===== src/rtl/kv_elect_pkg.sv =====
package kv_elect_pkg;

  typedef enum logic [1:0] {
    OP_QUERY  = 2'b00,
    OP_INSERT = 2'b01,
    OP_DELETE = 2'b10,
    OP_MODIFY = 2'b11
  } kv_op_e;

  // A request still needs service by this column.
  function automatic logic needs_service(input logic valid, input logic hit);
    return valid && !hit;
  endfunction

  // A request is an insert that this column must try to place.
  function automatic logic wants_slot(input logic valid, input logic hit, input logic [1:0] op);
    return needs_service(valid, hit) && (op == OP_INSERT);
  endfunction

endpackage


===== src/rtl/kv_slot_history.sv =====
// Per-unit shift register of recently granted insert addresses.
module kv_slot_history #(
  parameter int ADDR_W = 10,
  parameter int DEPTH  = 2
) (
  input  logic              clk,
  input  logic              rst,
  input  logic              push_en,
  input  logic [ADDR_W-1:0] push_addr,
  input  logic [ADDR_W-1:0] probe_addr,
  output logic              clash
);
  logic              hv [DEPTH];
  logic [ADDR_W-1:0] ha [DEPTH];

  always_ff @(posedge clk) begin
    if (rst) begin
      for (int d = 0; d < DEPTH; d++) begin
        hv[d] <= 1'b0;
        ha[d] <= '0;
      end
    end else begin
      hv[0] <= push_en;
      ha[0] <= push_addr;
      for (int d = 1; d < DEPTH; d++) begin
        hv[d] <= hv[d-1];
        ha[d] <= ha[d-1];
      end
    end
  end

  always_comb begin
    clash = 1'b0;
    for (int d = 0; d < DEPTH; d++) begin
      if (hv[d] && (ha[d] == probe_addr)) clash = 1'b1;
    end
  end
endmodule


===== src/rtl/kv_prio_pick.sv =====
// Fixed priority: lowest set index wins.
module kv_prio_pick #(
  parameter int N = 8
) (
  input  logic [N-1:0] req,
  output logic [N-1:0] gnt
);
  logic taken;

  always_comb begin
    gnt   = '0;
    taken = 1'b0;
    for (int i = 0; i < N; i++) begin
      if (req[i] && !taken) begin
        gnt[i] = 1'b1;
        taken  = 1'b1;
      end
    end
  end
endmodule


===== src/rtl/kv_lane_select.sv =====
// AND-OR selection of one lane from a packed bus by a one-hot select.
module kv_lane_select #(
  parameter int N = 8,
  parameter int W = 8
) (
  input  logic [N-1:0]   sel,
  input  logic [N*W-1:0] bus,
  output logic [W-1:0]   dout
);
  always_comb begin
    dout = '0;
    for (int i = 0; i < N; i++) begin
      if (sel[i]) dout = dout | bus[i*W +: W];
    end
  end
endmodule


===== src/rtl/kv_insert_elector.sv =====
module kv_insert_elector
  import kv_elect_pkg::*;
#(
  parameter int N_UNITS = 8,
  parameter int KEY_W   = 32,
  parameter int VAL_W   = 32,
  parameter int ADDR_W  = 10,
  parameter int MEM_LAT = 3
) (
  input  logic                      clk,
  input  logic                      rst,
  input  logic                      in_valid,
  input  logic                      in_hit,
  input  logic [1:0]                in_op,
  input  logic [KEY_W-1:0]          in_key,
  input  logic [VAL_W-1:0]          in_val,
  input  logic [N_UNITS-1:0]        unit_empty,
  input  logic [N_UNITS-1:0]        unit_match,
  input  logic [N_UNITS*ADDR_W-1:0] unit_addr,
  input  logic [N_UNITS*VAL_W-1:0]  unit_val,
  output logic                      out_valid,
  output logic                      out_hit,
  output logic [1:0]                out_op,
  output logic [KEY_W-1:0]          out_key,
  output logic [VAL_W-1:0]          out_val,
  output logic [N_UNITS-1:0]        grant,
  output logic                      wb_en,
  output logic [ADDR_W-1:0]         wb_addr
);
  localparam int HIST_D = (MEM_LAT > 1) ? MEM_LAT - 1 : 1;

  // Named internal events
  logic               svc_req;
  logic               ins_req;
  logic               any_match;
  logic               ins_dup;
  logic [N_UNITS-1:0] clash;
  logic [N_UNITS-1:0] eligible;
  logic [N_UNITS-1:0] elect_gnt;
  logic [N_UNITS-1:0] match_gnt;
  logic [VAL_W-1:0]   match_val;
  logic [ADDR_W-1:0]  elect_addr;

  assign svc_req   = needs_service(in_valid, in_hit);
  assign ins_req   = wants_slot(in_valid, in_hit, in_op);
  assign any_match = |unit_match;
  assign ins_dup   = ins_req && any_match;
  assign eligible  = (ins_req && !ins_dup) ? (unit_empty & ~clash) : '0;

  genvar u;
  generate
    for (u = 0; u < N_UNITS; u++) begin : g_unit
      kv_slot_history #(.ADDR_W(ADDR_W), .DEPTH(HIST_D)) i_hist (
        .clk        (clk),
        .rst        (rst),
        .push_en    (elect_gnt[u]),
        .push_addr  (unit_addr[u*ADDR_W +: ADDR_W]),
        .probe_addr (unit_addr[u*ADDR_W +: ADDR_W]),
        .clash      (clash[u])
      );
    end
  endgenerate

  kv_prio_pick #(.N(N_UNITS)) i_elect (.req(eligible),   .gnt(elect_gnt));
  kv_prio_pick #(.N(N_UNITS)) i_match (.req(unit_match), .gnt(match_gnt));

  kv_lane_select #(.N(N_UNITS), .W(VAL_W)) i_val_sel (
    .sel(match_gnt), .bus(unit_val), .dout(match_val)
  );
  kv_lane_select #(.N(N_UNITS), .W(ADDR_W)) i_addr_sel (
    .sel(elect_gnt), .bus(unit_addr), .dout(elect_addr)
  );

  always_ff @(posedge clk) begin
    if (rst) begin
      out_valid <= 1'b0;
      out_hit   <= 1'b0;
      out_op    <= '0;
      out_key   <= '0;
      out_val   <= '0;
      grant     <= '0;
      wb_en     <= 1'b0;
      wb_addr   <= '0;
    end else begin
      out_valid <= in_valid;
      out_op    <= in_op;
      out_key   <= in_key;
      out_hit   <= in_hit || (svc_req && any_match) || (|elect_gnt);
      out_val   <= (svc_req && any_match) ? match_val : in_val;
      grant     <= elect_gnt;
      wb_en     <= |elect_gnt;
      wb_addr   <= elect_addr;
    end
  end
endmodule


===== config.mk =====
export PLATFORM = sky130hd
export DESIGN_NAME = kv_insert_elector
export DESIGN_NICKNAME = d
export VERILOG_FILES = /design/src/rtl/kv_elect_pkg.sv /design/src/rtl/kv_slot_history.sv /design/src/rtl/kv_prio_pick.sv /design/src/rtl/kv_lane_select.sv /design/src/rtl/kv_insert_elector.sv
export SDC_FILE = /design/constraint.sdc
export NUM_CORES = 1
export LEC_CHECK = 0
export CAP_MARGIN = 20
export CORE_AREA = 4 4 195 197
export DETAILED_ROUTE_END_ITERATION = 10
export DIE_AREA = 0 0 199 201
export REMOVE_ABC_BUFFERS = 1
export SLEW_MARGIN = 0
export SYNTH_ARGS = -nofsm -noshare
export SYNTH_HDL_FRONTEND = slang
export SYNTH_SLANG_ARGS = --single-unit

===== constraint.sdc =====
create_clock -name clk -period 3.1 [get_ports clk]
set_input_delay 0.31 -clock clk [delete_from_list [all_inputs] [get_ports clk]]
set_output_delay 0.31 -clock clk [all_outputs]
set_load 0.02 [all_outputs]

Word-level counts from Yosys, hierarchy flattened:

Memories as Yosys holds them, arrays and structs flattened.
Cells that the tools add are included.

* register bits after elaboration: 87
* bits in writable memories: 176
* input port bits: 422
* output and inout port bits: 87
* memories: 16

Memory list
* g_unit[0].i_hist.ha: words 2, bits a word 10, rd ports 2, clocked after Yosys merged registers in 0, write ports 2, line kv_slot_history.sv:14 `logic [ADDR_W-1:0] ha [DEPTH];`
* g_unit[1].i_hist.ha: words 2, bits a word 10, rd ports 2, clocked after Yosys merged registers in 0, write ports 2, line kv_slot_history.sv:14
* g_unit[2].i_hist.ha: words 2, bits a word 10, rd ports 2, clocked after Yosys merged registers in 0, write ports 2, line kv_slot_history.sv:14
* g_unit[3].i_hist.ha: words 2, bits a word 10, rd ports 2, clocked after Yosys merged registers in 0, write ports 2, line kv_slot_history.sv:14
* g_unit[4].i_hist.ha: words 2, bits a word 10, rd ports 2, clocked after Yosys merged registers in 0, write ports 2, line kv_slot_history.sv:14
* g_unit[5].i_hist.ha: words 2, bits a word 10, rd ports 2, clocked after Yosys merged registers in 0, write ports 2, line kv_slot_history.sv:14
* +10 memories

* eq/ne operators: 17
* mux-type cells: 97
* bitwise operators: 48
* reduce and logical (&&, ||, !) cells: 55

Operators by type and width (number)
* $mux 32: 9
* $mux 10: 24
* $or 32x32->32: 7
* $eq 10x10->1: 16
* $or 10x10->10: 7
* $mux 1: 63
* $logic_and 1x1->1: 35
* $or 1x1->1: 32
* $logic_not 1->1: 16
* $reduce_or 8->1: 2
* $and 8x8->8: 1
* $mux 8: 1
* $not 8->8: 1
* $eq 2x1->1 const B: 1
* $logic_or 1x1->1: 2

Longest topological paths before layout:

* depth after elaboration: 31
* gate-level depth with buffers: 10

Cells and area by module:

Synthesis repeated with hierarchy kept, for this count alone.

* cells, all modules: 1128
* area, all modules: 11300.8 um2

Modules (own cells, without submodules)
* kv_slot_history: instances 8, cells an instance 74, area each 812.0 um2
* kv_insert_elector: instances 1, cells an instance 272, area each 2865.2 um2
* kv_lane_select (i_val_sel): instances 1, cells an instance 184, area each 1318.8 um2
* kv_lane_select (i_addr_sel): instances 1, cells an instance 58, area each 452.9 um2
* kv_prio_pick: instances 2, cells an instance 11, area each 83.8 um2

Worst setup path before layout:

OpenSTA, ideal clock, no wires.

* path kind: input-to-reg
* from: input port unit_match[1]
* to: register wb_addr[0]
* library setup time: 0.130 ns
* arrival: 1.993 ns
* slack: 0.977 ns
* stages on the path: 10
* cells stage by stage: buf_2 -> nor4_4 -> and4b_1 -> buf_2 -> nand2_1 -> nor3_4 -> nor4b_4 -> buf_6 -> a221oi_2 -> o22ai_1

* longest elaborated chain between the ends: 28
* elaborated cells on any way between the ends: 48
* those cells by class: 23 x mux; 7 x bitwise; 18 x reduce/logical

Ends and longest elaborated chain
* start: declaration: line kv_insert_elector.sv:18 `input logic [N_UNITS-1:0] unit_match,`
* $reduce_or 8->1 (*): line kv_insert_elector.sv:46 `assign any_match = |unit_match;`
* $logic_and 1x1->1 (*): line kv_insert_elector.sv:47 `assign ins_dup = ins_req && any_match;`
* $logic_not 1->1 (*): line kv_insert_elector.sv:48 `assign eligible = (ins_req && !ins_dup) ? (unit_empty & ~clash) : '0;`
* $logic_and 1x1->1 (*): line kv_insert_elector.sv:48
* $mux 8 (*): line kv_insert_elector.sv:48
* $mux 1: line kv_prio_pick.sv:14 `if (req[i] && !taken) begin`
* $logic_not 1->1: line kv_prio_pick.sv:14
* $logic_and 1x1->1: line kv_prio_pick.sv:14
* [12 not listed]
* $mux 1: line kv_prio_pick.sv:14
* $logic_not 1->1: line kv_prio_pick.sv:14
* $logic_and 1x1->1: line kv_prio_pick.sv:14
* $mux 1: line kv_prio_pick.sv:14
* $logic_not 1->1: line kv_prio_pick.sv:14
* $logic_and 1x1->1: line kv_prio_pick.sv:14
* $mux 1: line kv_prio_pick.sv:14
* $mux 10 (*): line kv_lane_select.sv:13 `if (sel[i]) dout = dout | bus[i*W +: W];`
* end signal: assignment: line kv_insert_elector.sv:92 `wb_addr <= elect_addr;`
* end: declaration: line kv_insert_elector.sv:28 `output logic [ADDR_W-1:0] wb_addr`

Every way passes the cells marked *; elsewhere a longest branch is shown, timed or not.
A chain may end at the register's enable or synchronous reset.

Worst setup path after layout:

* from: input port in_op[0]
* to: register wb_addr[2]

* longest elaborated chain between the ends: 29
* elaborated cells on any way between the ends: 49
* those cells by class: 1 x eq/ne; 23 x mux; 7 x bitwise; 18 x reduce/logical

Ends and longest elaborated chain
* start: declaration: line kv_insert_elector.sv:14 `input logic [1:0] in_op,`
* $eq 2x1->1 (*): line kv_elect_pkg.sv:17 `return needs_service(valid, hit) && (op == OP_INSERT);`
* $logic_and 1x1->1 (*): line kv_elect_pkg.sv:17
* $logic_and 1x1->1: line kv_insert_elector.sv:47
* $logic_not 1->1: line kv_insert_elector.sv:48
* $logic_and 1x1->1 (*): line kv_insert_elector.sv:48
* $mux 8 (*): line kv_insert_elector.sv:48
* $mux 1: line kv_prio_pick.sv:14
* $logic_not 1->1: line kv_prio_pick.sv:14
* [13 not listed]
* $mux 1: line kv_prio_pick.sv:14
* $logic_not 1->1: line kv_prio_pick.sv:14
* $logic_and 1x1->1: line kv_prio_pick.sv:14
* $mux 1: line kv_prio_pick.sv:14
* $logic_not 1->1: line kv_prio_pick.sv:14
* $logic_and 1x1->1: line kv_prio_pick.sv:14
* $mux 1: line kv_prio_pick.sv:14
* $mux 10 (*): line kv_lane_select.sv:13

Marks and branches as above.

==> impl_metrics.yaml <==
yosys:
  syn_inst: 1170
  yosysTopAreaCell: "dfxtp_1"
  syn_area_sq_um: 11300
  ys.flop_type: "dfxtp_1"
  syn_avg_cell_area_sq_um: 9.65
  yosys-top-cells-area: "dfxtp_1 45%, xnor2_1 12%, nor2b_1 10%, a22oi_1 4.9%, nor2_1 3.3%"
  synth_top_area_share: 0.452
  async_flop_share: 0
  yosysWarnings: 0
  yosysUniqueCellTypes: 45
  synth_edf_count: 0
  ys_ff_latch: 255
  ys_seq_area_frac: 0.452
cts:
  cts_buffer_depth: 3
  post_cts_buffers: 0
  cts_num_sinks: 255
  clk_latency_ps: 560
  clk_pin_slew_ps: 60
  cts_tree: "done"
  cts_inserted_buffers: 29
  h-tree-depth: 1
  holdBufCountCts: 0
  cts_root_buf: "clkbuf_16"
  cts_resized: 0
outcome:
  outcome: "finished, final reports clean"
placed_design:
  hpwlAfterDp_microns: 41600
  pre_cts_ws_ps: 59.9
  place_inst: 2090
  placed_cell_area_sq_um: 17000
  place.gp.congestion: 1.08
  port_buffers: 508
sta:
  slew_violations: 0
  setup_tns_ps: 0
  period_needed_ps: 2480
  tightestPinTransition_ps: 785
  finalSetupViolCount: 0
  setup_ws_ps: 623
  clock-skew-final_ps: 16.0
  timing.hold.ws_ps: 161
  max_freq_ghz: 0.404
  hold_viol: 0
  fin_crit_sh: 0.799
  maxSlewHeadroom: 0.477
  rsz0062_at_grt: "no"
global_routing:
  grt_pass1_wl_microns: 73300
  grt_max_degree: 82
  grt.overflow.total: 0
  grt_use_total: 0.245
  antenna_found_initial: 11
  grt_pass1_vias: 11200
floorplanning:
  fp.dieH_microns: 201
  die_w_microns: 199
  start_util: 0.311
  rows: 70
  core_area_sq_um: 36300
  io_pins: 509
  die-area_sq_um: 40000
setup_path:
  cp.arrival_ps: 2950
  required_ps: 3580
  crit_buf_inv: 3
  slowest_delay_ps: 510
  crit_chain: "clkdlybuf4s50_1, nor4bb_1, and4b_1, buf_12, nand2_1, nor3_2, nor4b_4, buf_4, a221oi_2, o22ai_1"
  critical_path_class: "input pin to flop"
  critPathTopFamily: "simple AND/OR/NAND/NOR gates"
  endpoint_kind: "flop"
  startpoint_type: "input pin"
  critPathMaxFanout: 19
  slowest_stage: "clkdlybuf4s50_1"
route:
  ant_nets: 0
  avgViaCountPerCell: 5.07
  detail_route.wl_per_cell_microns: 24.0
  dr.pass1.iters: 6
  routed_wl_microns: 51700
  initialDrtViolationCount: 709
  via_count: 10900
  drc: 0
finish:
  area_growth_pct: 58.7
  post-route-util: 0.494
  n_fill_cell: 3466
  fin_cells: 2150
  drive_gt1_frac: 0.0652
  num-nets-final: 2075
  fin_area_sq_um: 17900
power_and_ir_drop:
  power_mw: 8.32
  p_leak_nw: 6.33
  powerDensity_nw_per_um2: 464
  irDropWorstVdd_mv: 0.433
flow_run:
  max_cap_viol_count: 0
hold_path:
  hp-class: "input pin to flop"
synthesized netlist by cell type (6+ instances only):
| cell type | count |
|---|---|
| a22oi_1 | 74 |
| nor2_1 | 99 |
| a21oi_1 | 11 |
| a221oi_1 | 33 |
| inv_1 | 21 |
| nor3_1 | 13 |
| buf_2 | 17 |
| clkbuf_1 | 68 |
| xnor2_1 | 153 |
| dfxtp_1 | 255 |
| nand3_1 | 25 |
| o211ai_1 | 10 |
| nor2b_1 | 186 |
| a221oi_2 | 9 |
| nand2_1 | 6 |
| a311oi_1 | 33 |
| buf_4 | 8 |
| xor2_1 | 7 |
| nand4_1 | 41 |
| and3_1 | 10 |
| a221o_1 | 32 |
| o22ai_1 | 10 |
| a32o_1 | 10 |
placed cells by master, fill, tap and decap left out, types with 10 or more instances in the layout:
cell	netlist	routed
a21oi_1	11	11
nand3_1	25	25
o22ai_1	10	10
clkdlybuf4s50_1	0	505
xnor2_1	153	153
a221oi_1	33	33
o211ai_1	10	10
inv_1	21	21
a32o_1	10	10
nor3_1	13	13
a221o_1	32	32
a22oi_1	74	74
dfxtp_1	255	255
nor2b_1	186	185
clkbuf_16	0	29
nand4_1	41	41
and3_1	10	10
a311oi_1	33	33
nor2_1	99	98
buf_4	8	29
path summary, 6_finish.rpt:
check	start	endpoint	slack (ps)	depth (start not counted)
min	rst	g_unit[6].i_hist.ha[0][11]$_SDFF_PP0_	160	2
max	in_op[0]	wb_addr[2]$_SDFF_PP0_	620	10
max reg2reg	g_unit[0].i_hist.ha[0][0]$_SDFF_PP0_	grant[6]$_SDFF_PP0_	720	9
min reg2reg	g_unit[4].i_hist.ha[0][1]$_SDFF_PP0_	g_unit[4].i_hist.ha[0][11]$_SDFF_PP0_	460	1
registers in the layout, indices dropped and copies added (netlist names):
register,cells
g_unit.i_hist.ha,160
g_unit.i_hist.hv,9
grant,7
out_hit,1
out_key,32
out_op,2
out_val,32
out_valid,1
wb_addr,10
wb_en,1
layout make-up:
cell class | instances | area [sq um] | share of cell area
Tap cell | 468 | 586 | 0.0327
Inverter | 21 | 78.8 | 0.00440
Sequential cell | 255 | 5100 | 0.285
Multi-Input combinational cell | 800 | 5730 | 0.320
Clock inverter | 10 | 103 | 0.00572
Timing Repair Buffer | 546 | 5470 | 0.305
Antenna cell | 9 | 22.5 | 0.00126
Clock buffer | 41 | 831 | 0.0463
kinds of logic after synthesis:
group / share of synthesized area
compound gates: 0.170
xor+xnor: 0.124
buf+inv: 0.0434
flops: 0.452
simple gates: 0.210
routing by layer:
layer / GRT usage / up-vias / routed length (microns) / share of wire
met5: 0 / - / 21 / 0.00041
met1: 0.296 / 5245 / 20500 / 0.40
met3: 0.0787 / 67 / 4500 / 0.087
met2: 0.419 / 430 / 25300 / 0.49
li1: - / 5152 / - / -
met4: 0.0652 / 4 / 1330 / 0.026
report_power, final:
| group | switching, mW | total [mW] | internal [mW] |
|---|---|---|---|
| registers | 0.0692 | 3.50 | 3.43 |
| clock network | 1.41 | 3.36 | 1.95 |
| logic | 0.595 | 1.46 | 0.860 |
No activity file was read; power rests on OpenSTA's default activity.
